[src/rtl/adc_ctrl_pkg.sv]
package adc_ctrl_pkg;

    localparam int POS_STCAL = 0;
    localparam int POS_CTYPE = 1;
    localparam int POS_CMODE = 3;
    localparam int POS_CVST  = 4;
    localparam int POS_IMODE = 5;
    localparam int POS_RSEL  = 6;
    localparam int POS_PM    = 8;
    localparam int POS_RSV   = 10;

    typedef enum logic [1:0] {
        STEP_NONE = 2'b00,
        STEP_DAC  = 2'b01,
        STEP_GAIN = 2'b10,
        STEP_OFFS = 2'b11
    } step_e;

    typedef enum logic [2:0] {
        S_IDLE,
        S_CAL_ISSUE,
        S_CAL_WAIT,
        S_CONV_ISSUE,
        S_CONV_WAIT
    } seq_state_e;

    typedef struct packed {
        logic [1:0] pm;
        logic [1:0] rsel;
        logic       imode;
        logic       cvst;
        logic       cmode;
        logic [1:0] ctype;
        logic       stcal;
    } ctrl_fields_t;

    localparam int FIELDS_W = $bits(ctrl_fields_t);

endpackage

[src/rtl/adc_ctrl_reg.sv]
module adc_ctrl_reg
    import adc_ctrl_pkg::*;
#(
    parameter int                ADDR_W    = 2,
    parameter int                DATA_W    = 14,
    parameter logic [ADDR_W-1:0] CTRL_ADDR = '1
) (
    input  logic              clk,
    input  logic              rst_n,
    input  logic              wr_en,
    input  logic [ADDR_W-1:0] wr_addr,
    input  logic [DATA_W-1:0] wr_data,
    input  logic              busy,
    input  logic              read_done,
    input  logic              conv_fin,
    input  logic              cal_fin,
    output ctrl_fields_t      fields,
    output logic              wr_err
);

    localparam int RSV_W = DATA_W - POS_RSV;

    ctrl_fields_t cur_q, cur_d;
    logic         err_q;
    logic         wr_hit;
    logic         rsv_bad;

    assign wr_hit  = wr_en && (wr_addr == CTRL_ADDR);
    assign rsv_bad = |wr_data[POS_RSV +: RSV_W];

    always_comb begin
        cur_d = cur_q;
        if (read_done) cur_d.imode = 1'b0;
        if (conv_fin)  cur_d.cvst  = 1'b0;
        if (cal_fin)   cur_d.stcal = 1'b0;
        if (wr_hit) begin
            cur_d.pm    = wr_data[POS_PM +: 2];
            cur_d.rsel  = wr_data[POS_RSEL +: 2];
            cur_d.imode = wr_data[POS_IMODE];
            cur_d.cmode = wr_data[POS_CMODE];
            cur_d.ctype = wr_data[POS_CTYPE +: 2];
            if (!busy) begin
                cur_d.cvst  = wr_data[POS_CVST];
                cur_d.stcal = wr_data[POS_STCAL];
            end
        end
    end

    always_ff @(posedge clk) begin
        if (!rst_n) begin
            cur_q <= '0;
            err_q <= 1'b0;
        end else begin
            cur_q <= cur_d;
            err_q <= err_q | (wr_hit && rsv_bad);
        end
    end

    assign fields = cur_q;
    assign wr_err = err_q;

endmodule

[src/rtl/adc_step_plan.sv]
module adc_step_plan
    import adc_ctrl_pkg::*;
(
    input  logic [1:0] ctype,
    input  step_e      cur_step,
    output step_e      first_step,
    output step_e      next_step,
    output logic       is_last
);

    always_comb begin
        unique case (ctype)
            2'b00:   first_step = STEP_DAC;
            2'b01:   first_step = STEP_GAIN;
            2'b10:   first_step = STEP_OFFS;
            default: first_step = STEP_GAIN;
        endcase
    end

    always_comb begin
        next_step = STEP_NONE;
        is_last   = 1'b1;
        unique case (cur_step)
            STEP_DAC: begin
                next_step = STEP_GAIN;
                is_last   = 1'b0;
            end
            STEP_GAIN: begin
                next_step = STEP_OFFS;
                is_last   = (ctype == 2'b11);
            end
            default: begin
                next_step = STEP_NONE;
                is_last   = 1'b1;
            end
        endcase
    end

endmodule

[src/rtl/adc_cal_fsm.sv]
module adc_cal_fsm
    import adc_ctrl_pkg::*;
(
    input  logic       clk,
    input  logic       rst_n,
    input  logic       stcal,
    input  logic       cvst,
    input  logic       cmode,
    input  logic [1:0] ctype,
    input  logic       step_done,
    input  logic       conv_done,
    output logic       step_cmd,
    output logic [1:0] step_code,
    output logic       step_sys,
    output logic       conv_start,
    output logic       cal_fin,
    output logic       conv_fin,
    output logic       active
);

    seq_state_e state_q, state_d;
    step_e      step_q, step_d;
    logic       mode_q, mode_d;
    logic [1:0] type_q, type_d;

    logic [1:0] plan_type;
    step_e      plan_first;
    step_e      plan_next;
    logic       plan_last;

    assign plan_type = (state_q == S_IDLE) ? ctype : type_q;

    adc_step_plan u_plan (
        .ctype      (plan_type),
        .cur_step   (step_q),
        .first_step (plan_first),
        .next_step  (plan_next),
        .is_last    (plan_last)
    );

    always_ff @(posedge clk) begin
        if (!rst_n) begin
            state_q <= S_IDLE;
            step_q  <= STEP_NONE;
            mode_q  <= 1'b0;
            type_q  <= 2'b00;
        end else begin
            state_q <= state_d;
            step_q  <= step_d;
            mode_q  <= mode_d;
            type_q  <= type_d;
        end
    end

    always_comb begin
        state_d = state_q;
        step_d  = step_q;
        mode_d  = mode_q;
        type_d  = type_q;
        unique case (state_q)
            S_IDLE: begin
                if (stcal) begin
                    state_d = S_CAL_ISSUE;
                    step_d  = plan_first;
                    mode_d  = cmode;
                    type_d  = ctype;
                end else if (cvst) begin
                    state_d = S_CONV_ISSUE;
                end
            end
            S_CAL_ISSUE: state_d = S_CAL_WAIT;
            S_CAL_WAIT: begin
                if (step_done) begin
                    if (plan_last) begin
                        state_d = S_IDLE;
                        step_d  = STEP_NONE;
                    end else begin
                        state_d = S_CAL_ISSUE;
                        step_d  = plan_next;
                    end
                end
            end
            S_CONV_ISSUE: state_d = S_CONV_WAIT;
            S_CONV_WAIT: begin
                if (conv_done) state_d = S_IDLE;
            end
            default: state_d = S_IDLE;
        endcase
    end

    always_comb begin
        step_cmd   = (state_q == S_CAL_ISSUE);
        step_code  = step_cmd ? step_q : STEP_NONE;
        step_sys   = step_cmd && mode_q && (step_q != STEP_DAC);
        conv_start = (state_q == S_CONV_ISSUE);
        cal_fin    = (state_q == S_CAL_WAIT) && step_done && plan_last;
        conv_fin   = (state_q == S_CONV_WAIT) && conv_done;
        active     = (state_q != S_IDLE);
    end

endmodule

[src/rtl/adc_ctrl_seq.sv]
module adc_ctrl_seq
    import adc_ctrl_pkg::*;
#(
    parameter int                ADDR_W    = 2,
    parameter int                DATA_W    = 14,
    parameter logic [ADDR_W-1:0] CTRL_ADDR = '1
) (
    input  logic              clk,
    input  logic              rst_n,
    input  logic              wr_en,
    input  logic [ADDR_W-1:0] wr_addr,
    input  logic [DATA_W-1:0] wr_data,
    input  logic              read_done,
    input  logic              conv_done,
    input  logic              step_done,
    output logic              conv_start,
    output logic              step_cmd,
    output logic [1:0]        step_code,
    output logic              step_sys,
    output logic              busy,
    output logic [1:0]        rd_sel,
    output logic              if_mode1,
    output logic [1:0]        pwr_mode,
    output logic [1:0]        coef_sel,
    output logic              coef_sel_valid,
    output logic              wr_err,
    output logic [DATA_W-1:0] ctrl_word
);

    ctrl_fields_t fields;
    logic         cal_fin;
    logic         conv_fin;
    logic         active;

    adc_ctrl_reg #(
        .ADDR_W    (ADDR_W),
        .DATA_W    (DATA_W),
        .CTRL_ADDR (CTRL_ADDR)
    ) u_reg (
        .clk       (clk),
        .rst_n     (rst_n),
        .wr_en     (wr_en),
        .wr_addr   (wr_addr),
        .wr_data   (wr_data),
        .busy      (busy),
        .read_done (read_done),
        .conv_fin  (conv_fin),
        .cal_fin   (cal_fin),
        .fields    (fields),
        .wr_err    (wr_err)
    );

    adc_cal_fsm u_fsm (
        .clk        (clk),
        .rst_n      (rst_n),
        .stcal      (fields.stcal),
        .cvst       (fields.cvst),
        .cmode      (fields.cmode),
        .ctype      (fields.ctype),
        .step_done  (step_done),
        .conv_done  (conv_done),
        .step_cmd   (step_cmd),
        .step_code  (step_code),
        .step_sys   (step_sys),
        .conv_start (conv_start),
        .cal_fin    (cal_fin),
        .conv_fin   (conv_fin),
        .active     (active)
    );

    assign busy           = active | fields.stcal | fields.cvst;
    assign rd_sel         = fields.rsel;
    assign if_mode1       = fields.imode;
    assign pwr_mode       = fields.pm;
    assign coef_sel       = fields.ctype;
    assign coef_sel_valid = ~fields.stcal;
    assign ctrl_word      = {{(DATA_W - FIELDS_W){1'b0}}, fields};

endmodule

[config.mk]
export PLATFORM = sky130hd
export DESIGN_NAME = adc_ctrl_seq
export DESIGN_NICKNAME = d
export VERILOG_FILES = /design/src/rtl/adc_ctrl_pkg.sv /design/src/rtl/adc_ctrl_reg.sv /design/src/rtl/adc_step_plan.sv /design/src/rtl/adc_cal_fsm.sv /design/src/rtl/adc_ctrl_seq.sv
export SDC_FILE = /design/constraint.sdc
export NUM_CORES = 1
export LEC_CHECK = 0
export BUFFER_PORTS_ARGS = -buffer_cell sky130_fd_sc_hd__buf_2
export CAP_MARGIN = 15
export CORE_ASPECT_RATIO = 0.75
export CORE_MARGIN = 4
export CORE_UTILIZATION = 40
export CTS_CLUSTER_DIAMETER = 60
export CTS_CLUSTER_SIZE = 14
export DETAILED_ROUTE_END_ITERATION = 10
export GPL_TIMING_DRIVEN = 0
export PLACE_DENSITY = 0.7
export SLEW_MARGIN = 25
export SYNTH_ARGS = -nofsm -noshare
export SYNTH_HDL_FRONTEND = slang
export SYNTH_HIERARCHICAL = 1
export SYNTH_SLANG_ARGS = --single-unit
export TNS_END_PERCENT = 20
[constraint.sdc]
create_clock -name clk -period 4.8 [get_ports clk]
set_input_delay 1.44 -clock clk [delete_from_list [all_inputs] [get_ports clk]]
set_output_delay 1.44 -clock clk [all_outputs]
set_load 0.05 [all_outputs]
Yosys cells after proc, flatten, opt, wreduce, memory -nomap -nowiden
Index checks and enable logic that the tools add are counted.

Bits of input ports: 22. Bits in registers: 19. Memories: 0. RAM bits: 0. Logic and storage cells: 67. Bits in latches: 0. ROM bits: 0. Output and inout bits: 29.

Multiplexer cells: 21. Equal/unequal tests: 14. Reduce and logical (&&, ||, !) cells: 16. Bitwise gates (word level): 4. $lt $le $gt $ge: 0. Add/sub/neg operators: 0. Shift operators: 0. Multiply operators: 0. Divide/modulo/power cells: 0.

Operators by type and width (number): 3-bit one-hot mux with 5 select lines (1); 3-bit two-way mux (4); 2-bit one-hot mux with 2 select lines (3); 2-bit two-way mux (5); 2-bit equality test (second input constant) (4); 1-bit logical AND (7); 3-bit by 2-bit equality test with 1-bit output (second input constant) (2); 1-bit two-way mux (6); 6-bit two-way mux (1); 2-bit inequality test (second input constant) (3); 3-bit AND reduction (2); 2-bit nonzero test (2); 4-bit OR reduction (1); 3-bit by 1-bit equality test with 1-bit output (second input constant) (1); 3-bit equality test (second input constant) (1); 3-bit zero test (1); 3-bit inequality test (second input constant) (1); 1-bit OR (3); 3-bit nonzero test (1); 2-bit by 1-bit equality test with 1-bit output (second input constant) (1); 2-bit zero test (1); 2-bit by 1-bit inequality test with 1-bit output (second input constant) (1); 1-bit one-hot mux with 2 select lines (1); 2-bit AND reduction (1); 1-bit inverter (1).

Logic depth before layout (Yosys ltp)
Gate-level depths: netlist (run 1).

Depth in word-level cells: 8. Depth in mapped cells: 9. Gate-level depth less buffers: 8.

Cells and area by module
The synthesis (run 1) kept the hierarchy.

Modules (own cells, without submodules): adc_cal_fsm (area each 501.7 sq um, cells an instance 55, sequential area each 160.2 sq um, times used 1); adc_ctrl_reg (area each 466.7 sq um, cells an instance 50, sequential area each 220.2 sq um, times used 1); adc_ctrl_seq (area each 96.3 sq um, cells an instance 14, sequential area each 0.0 sq um, times used 1); adc_step_plan (area each 68.8 sq um, cells an instance 10, sequential area each 0.0 sq um, times used 1).

Worst setup path before layout (run 1)
OpenSTA, ideal clock, no wires.

Path kind: reg-to-output. Start point: register u_fsm.state_q[0]. End point: output port step_sys. Arrival time: 1.832 ns. Path slack: 1.528 ns. Required time: 3.360 ns. Cell stages (with the launch flop): 4. Buffers on the path: 1. Cells stage by stage: dfxtp_1 buf_4 nor3b_2 and3_1.

Word-level cells in the longest chain between the ends: 3.

Ends and longest elaborated chain: from (decl) (RTL line adc_cal_fsm.sv:21) `seq_state_e state_q, state_d;`; from (signal assigned) (RTL line adc_cal_fsm.sv:48) `state_q <= state_d;`; 3-bit by 1-bit equality test with 1-bit output (RTL line adc_cal_fsm.sv:92) `step_cmd = (state_q == S_CAL_ISSUE);`; net step_cmd (RTL line adc_ctrl_seq.sv:17) `output logic step_cmd,`; 1-bit logical AND (2 in series) (RTL line adc_cal_fsm.sv:94) `step_sys = step_cmd && mode_q && (step_q != STEP_DAC);`; to (decl) (RTL line adc_ctrl_seq.sv:19) `output logic step_sys,`.

The timed path passes the listed nets, and every way through them passes these cells.

Worst setup path in the final report (run 1)
Start point: register u_fsm.state_q[0]. End point: output port busy.

Word-level cells in the longest chain between the ends: 3.

Ends and longest elaborated chain: 3-bit nonzero test (RTL line adc_cal_fsm.sv:98) `active = (state_q != S_IDLE);`; net active (RTL line adc_ctrl_seq.sv:33) `logic active;`; 1-bit OR (2 in series) (RTL line adc_ctrl_seq.sv:71) `assign busy = active | fields.stcal | fields.cvst;`; to (decl) (RTL line adc_ctrl_seq.sv:20) `output logic busy,`.

The timed path passes the listed nets, and every way through them passes these cells.

==> results of run 1 <==
state kept, by name, summed over array words and instances, names as in the netlist:
name,flops
u_fsm/type_q,2
u_reg/wr_err,1
u_fsm/mode_q,1
u_fsm/state_q,3
u_fsm/step_q,2
u_reg/fields,10
cells in the final DEF (no fill, tap or decap), drive strengths merged:
master and instances:
mux2 3, nand2b 5, dfxtp 19, nor4b 2, o21ai 6, or2 1, o211a 2, nand3 4
nor2b 1, clkbuf 5, inv 6, and2 3, nand2 21, nor3b 1, a2111oi 1, buf 62
and3b 1, and4b 1, and3 2, nor4bb 1, o21a 1, mux2i 10, nor2 3, nor3 2
nand4b 1, or3 1, nor4 1, nand3b 5, o31ai 1, ha 3, nand4 3, conb 4
where the power goes:
part | total, uW | leakage (uW) | switching, uW | internal [uW]
logic | 124 | 0.000568 | 79.4 | 44.9
registers | 176 | 0.000154 | 10.4 | 165
clock network | 112 | 0.0000228 | 52.5 | 59.0
Yosys cell counts (all sizes together), types with 2 or more instances:
| library cell | count |
|---|---|
| and2 | 3 |
| and3 | 2 |
| buf | 16 |
| dfxtp | 19 |
| ha | 3 |
| inv | 6 |
| mux2 | 3 |
| mux2i | 10 |
| nand2 | 21 |
| nand2b | 5 |
| nand3 | 4 |
| nand3b | 5 |
| nand4 | 3 |
| nor2 | 3 |
| nor3 | 2 |
| nor4b | 2 |
| o211a | 2 |
| o21ai | 6 |
worst max-delay path: stages (launching register included):
cell and delay [ps]:
dfxtp_1 340, buf_4 170, nor3_1 400, inv_1 90, or3_1 370, buf_2 220
cell families (layout without fill, tap and decap cells):
kind of cell    count (synthesis)  after routing
buf+inv                        23             73
simple gates                   59             59
mux                            13             13
flops                          19             19
compound gates                 11             11
other cells                     1              4
fa+ha+maj                       3              3
final timing paths:
kind         slack (ps)                       endpoint                     startpoint  cells after the start
max                1520                           busy  u_fsm/state_q[0]$_SDFFE_PN0P_                      5
min                 470        u_reg/wr_err$_SDFF_PN0_        u_reg/wr_err$_SDFF_PN0_                      2
max reg2reg        2610  u_fsm/state_q[0]$_SDFFE_PN0P_  u_fsm/state_q[0]$_SDFFE_PN0P_                      7
min reg2reg         470        u_reg/wr_err$_SDFF_PN0_        u_reg/wr_err$_SDFF_PN0_                      2
stage by stage:
stage                     area [sq um]  setup WS [ps]  util, %  std cells  hold slack (ps)
final                             1470           1520     55.0        218              472
after global routing              1470           1370     55.0        218              502
after CTS                         1470           1520     55.0        218              477
after detailed placement          1420           1820     53.3        214              453
after global placement            1420           1850     53.3        214              440
after floorplan                   1140           1530        -        132              431
area by class of cell:
type	count	area share [%]
clock buffer	4	3.07
tap	36	3.07
sequential	19	26.0
buffer	17	8.45
timing repair buffer	46	15.7
inverter	6	1.54
multi-input combinational	90	42.2
layer usage:
layer,track usage [%],vias up
met2,29.4,24
li1,-,534
met1,15.9,485
met4,4.87,0
met5,0,-
met3,5.04,2
==> impl_metrics.yaml, run 1 <==
clocking:
  post_cts_resize_count: 0
  postCtsHoldBufs: 0
  cts.sinks: 19
  cts_setup_buffers: 0
  clockBufferDepth: 2
  cts_buffers: 3
  worstSkewPairLatency_ps: 260
  cts_tree: "yes"
  htreeDepth: 1
  path_clk_slew_ps: 70
  root_buffer: "clkbuf_8"
routing:
  routed_wl_um: 2670
  via_per_inst: 4.79
  drtAntennaViolNets: 0
  drc: 0
  route.met2.wl_um: 1300
  vias: 1045
  drt_iter0_drc: 28
  firstDrtPassIters: 4
  wl_met1_um: 1200
  wl_met3_um: 150
  highest-signal-layer: "met4"
  wl_per_cell_um: 12.2
floorplan:
  rows: 16
  coreArea_sq_um: 2660
  die_w_um: 69.5
  dieArea_sq_um: 3760
  initial_core_util_pct: 42.6
  pin_count: 51
  dieHeight_um: 54.1
sta:
  rsz0062_at_grt: "false"
  tns_ps: 0
  hold_viol_final: 0
  setup_viol_count_final: 0
  period_share_pct: 68.3
  final_max_slew_viol_count: 0
  worstMarginPinSlew_ps: 498
  relSlewSlack_pct: 66.5
  finClkSkew_ps: 3.00
  fin_crit_ps: 3280
  fmax_mhz: 305
logic_synthesis:
  yosysSeqAreaShare_pct: 33.6
  synth_top_family_by_area: "simple AND/OR/NAND/NOR gates"
  synth_top_area_share_pct: 33.6
  synth-adder-area-share_pct: 3.31
  synth_seq_cells: 19
  netlist_top_cells_area: "dfxtp_1 (34%), mux2i_1 (8.8%), buf_4 (8.6%)"
  yosysWarnings: 6
  synth_ff_type: "dfxtp_1"
  yosys.area_share.simple_pct: 30.7
  async_flop_share_pct: 0
  synth_edf_count: 0
  synth_mux_area_share_pct: 12.1
  ys_types: 36
  yosysTopAreaCell: "dfxtp_1"
  synthCells: 129
  synth_xor_xnor_area_share_pct: 0
  syn-cell-area_sq_um: 1130
  synth-compound-area-share_pct: 7.06
  avgSynthCellArea_sq_um: 8.79
setup_path:
  path_class: "flip-flop to primary output"
  end_kind: "primary output"
  critPathLaunchType: "flip-flop"
  critPathMaxFanout: 10
  worst_ep_arrival_time_ps: 1840
  worst-endpoint-required_ps: 3360
global_routing:
  grt-ovfl-total: 0
  grt_max_degree: 11
  grt_usage_pct: 15.2
  antenna_found_initial: 0
  grt_first_pass_wirelength_um: 4410
  grt_pass1_vias: 1010
cells_and_area:
  drive_gt1_share_pct: 40.1
  fillers: 256
  nets: 208
  seqCellArea_sq_um: 380
  antenna_cells: 0
  multi_input_area_sq_um: 618
  area_delta_synth_final_pct: 29.2
power_and_ir_drop:
  p_leak_uw: 0.000745
  p_per_area_nw_per_um2: 281
  finalPower_uw: 412
  peakVddDrop_uv: 183
place:
  gp_congestion: 0.800
  portBuffers: 46
  hpwlAfterDp_um: 2160
run:
  cap_violations: 0
run_status:
  outcome: "finished, final reports clean"
hold_path:
  hold_class: "flip-flop to flip-flop"
Power figures use the tool's default switching activity.
==> inputs of run 2 (changes only) <==
Settings changed: ABC_AREA from default to 1.
Clock period 4.8 ns to 3.2 ns, I/O delays scaled along.
==> run 2 against run 1 <==
Net effect: worst hold slack got worse by 21 ps; area after synthesis is 1.4% lower; critical endpoint unchanged; global-route usage fell by 1.6 points; power up 130%; sequential power grew 77%; synthesized cell count up 33%; clock power up 50%; non-clock buffer count shrank 6; largest cell class unchanged; cell count is 20% higher; sequential share of layout area increased by 0.27 points.
==> impl_metrics.yaml, run 2 <==
place:
  portBuffers: 46
  gp_congestion: 0.801
  hpwlAfterDp_um: 1920
  place_ws_ps: 871
global_routing:
  grt_max_degree: 12
  antenna_found_initial: 0
  grt_pass1_vias: 980
  grt_first_pass_wirelength_um: 4080
  grt_usage_pct: 13.6
  grt-ovfl-total: 0
sta:
  final_max_slew_viol_count: 0
  setup_viol_count_final: 0
  finClkSkew_ps: 3.95
  worstMarginPinSlew_ps: 626
  hold_viol_final: 0
  fmax_mhz: 382
  rsz0062_at_grt: "false"
  setup_ws_ps: 583
  period_share_pct: 81.8
  relSlewSlack_pct: 57.9
  fin_crit_ps: 2620
  tns_ps: 0
power_and_ir_drop:
  p_per_area_nw_per_um2: 663
  p_leak_uw: 0.000788
  finalPower_uw: 961
  peakVddDrop_uv: 456
setup_path:
  critPathLaunchType: "flip-flop"
  regToRegSetupSlack_ps: 1230
  critPathMaxFanout: 6
  path_class: "flip-flop to primary output"
  worst-endpoint-required_ps: 2240
  end_kind: "primary output"
  cpMaxStageDelayCell: "nor3_1"
  crit_family: "simple AND/OR/NAND/NOR gates"
  worst_ep_arrival_time_ps: 1660
  reg2reg_depth: 10
  r2r-end: "u_reg/fields[0]$_SDFF_PN0_"
  critPathBufInv: 2
  worstPathCellList: "nor3_1, inv_1, nor2_1, nand2_1, buf_2"
  max_stage_delay_ps: 560
  r2r_start: "u_fsm/state_q[2]$_SDFFE_PN0P_"
logic_synthesis:
  yosysSeqAreaShare_pct: 34.0
  yosys.area_share.simple_pct: 32.6
  async_flop_share_pct: 0
  synth_mux_area_share_pct: 0
  yosysWarnings: 6
  synth_edf_count: 0
  synth_xor_xnor_area_share_pct: 0
  yosysTopAreaCell: "dfxtp_1"
  synth_top_family_by_area: "simple AND/OR/NAND/NOR gates"
  ys_types: 20
  synthCells: 172
  netlist_top_cells_area: "dfxtp_1 (34%), inv_1 (12%), nand2_1 (12%)"
  synth-adder-area-share_pct: 3.36
  synth_top_area_share_pct: 34.0
  synth_seq_cells: 19
  syn-cell-area_sq_um: 1120
  synth_ff_type: "dfxtp_1"
  synth-compound-area-share_pct: 10.5
  avgSynthCellArea_sq_um: 6.50
  synth_common_cells: "inv_1 (35), nand2_1 (35), nor2_1 (23)"
routing:
  vias: 1120
  drc: 0
  wl_met3_um: 155
  wl_met1_um: 1160
  route.met2.wl_um: 1050
  wl_per_cell_um: 9.12
  routed_wl_um: 2380
  highest-signal-layer: "met4"
  drt_iter0_drc: 57
  firstDrtPassIters: 4
  drtAntennaViolNets: 0
  via_per_inst: 4.29
hold_path:
  holdPathEnd: "u_fsm/type_q[1]$_SDFFE_PN0P_"
  hold_class: "flip-flop to flip-flop"
  worst_hold_startpoint: "u_fsm/type_q[1]$_SDFFE_PN0P_"
  hold_depth: 2
clocking:
  root_buffer: "clkbuf_8"
  post_cts_resize_count: 0
  htreeDepth: 1
  cts_buffers: 3
  postCtsHoldBufs: 0
  worstSkewPairLatency_ps: 260
  cts_setup_buffers: 0
  clockBufferDepth: 2
  path_clk_slew_ps: 70
  cts.sinks: 19
  cts_tree: "yes"
cells_and_area:
  utilization_pct: 54.9
  seqCellArea_sq_um: 380
  antenna_cells: 0
  final_common_cell: "buf_2"
  multi_input_area_sq_um: 534
  drive_gt1_share_pct: 31.1
  area_delta_synth_final_pct: 29.8
  nets: 251
  largest_reg_flops: 10
  layout_common_cells: "buf_2 (46), inv_1 (35), nand2_1 (35)"
  fillers: 295
floorplan:
  dieHeight_um: 53.8
  initial_core_util_pct: 42.3
  pin_count: 51
  die_w_um: 69.0
  coreArea_sq_um: 2640
  rows: 16
  dieArea_sq_um: 3710
run_status:
  outcome: "finished, final reports clean"
run:
  cap_violations: 0
-- run 2: cell count changes in the layout (fill, tap and decap cells not counted), sizes merged, moves of 6 or more --
cell and change:
nand3 +6, nand2 +17, a21oi +12, mux2i -10, nor2 +23, inv +29
-- run 2: cells by family (layout without fill, tap and decap cells) --
group | count (synthesis) | count (layout)
flip-flops | 19 | 19
AND/OR/NAND/NOR | 80 | 80
adder cells (fa/ha/maj) | 3 | 3
other | 1 | 4
AO/OA/AOI/OAI | 23 | 23
buffers and inverters | 46 | 96
-- run 2: where the power goes --
part | internal, uW | switching (uW) | total (uW)
combinational | 138 | 343 | 481
sequential | 273 | 39.5 | 312
clock | 86.6 | 80.9 | 168
total | 498 | 463 | 961
-- run 2: worst max-delay path by stage --
stage	startpoint	to	slack [ps]	cells after the start
after floorplan	u_fsm/state_q[2]$_SDFFE_PN0P_	step_sys	440	3
after global placement	u_fsm/state_q[2]$_SDFFE_PN0P_	busy	870	5
after detailed placement	u_fsm/state_q[2]$_SDFFE_PN0P_	busy	870	5
after CTS	u_fsm/state_q[2]$_SDFFE_PN0P_	busy	580	5
after global routing	u_fsm/state_q[2]$_SDFFE_PN0P_	busy	390	5
final	u_fsm/state_q[2]$_SDFFE_PN0P_	busy	580	5
-- run 2: layout make-up --
class                      instances  share of cell area [%]
buffer                            11                    5.69
clock buffer                       3                    2.85
clock inverter                     1                   0.345
inverter                          35                    9.06
multi-input combinational        110                    36.8
sequential                        19                    26.2
tap                               36                    3.11
timing repair buffer              46                    15.9
-- run 2: layer usage --
layer  vias to the layer above  global-route usage [%]
met5                         -                       0
met4                         0                    2.92
met3                         4                    4.48
met2                        24                    23.1
met1                       474                    17.1
li1                        618                       -
-- run 2: stage by stage --
step / std cells / hold slack, ps / area, sq um
2_1_floorplan: 175 / 424 / 1130
4_1_cts: 261 / 450 / 1450
6_report: 261 / 451 / 1450
3_5_place_dp: 257 / 441 / 1400
5_1_grt: 261 / 476 / 1450
3_3_place_gp: 257 / 436 / 1400
-- run 2: tightest hold or removal path: stages, from the launching register on --
cell     delay, ps
dfxtp_1        300
inv_1           60
a21oi_1         50
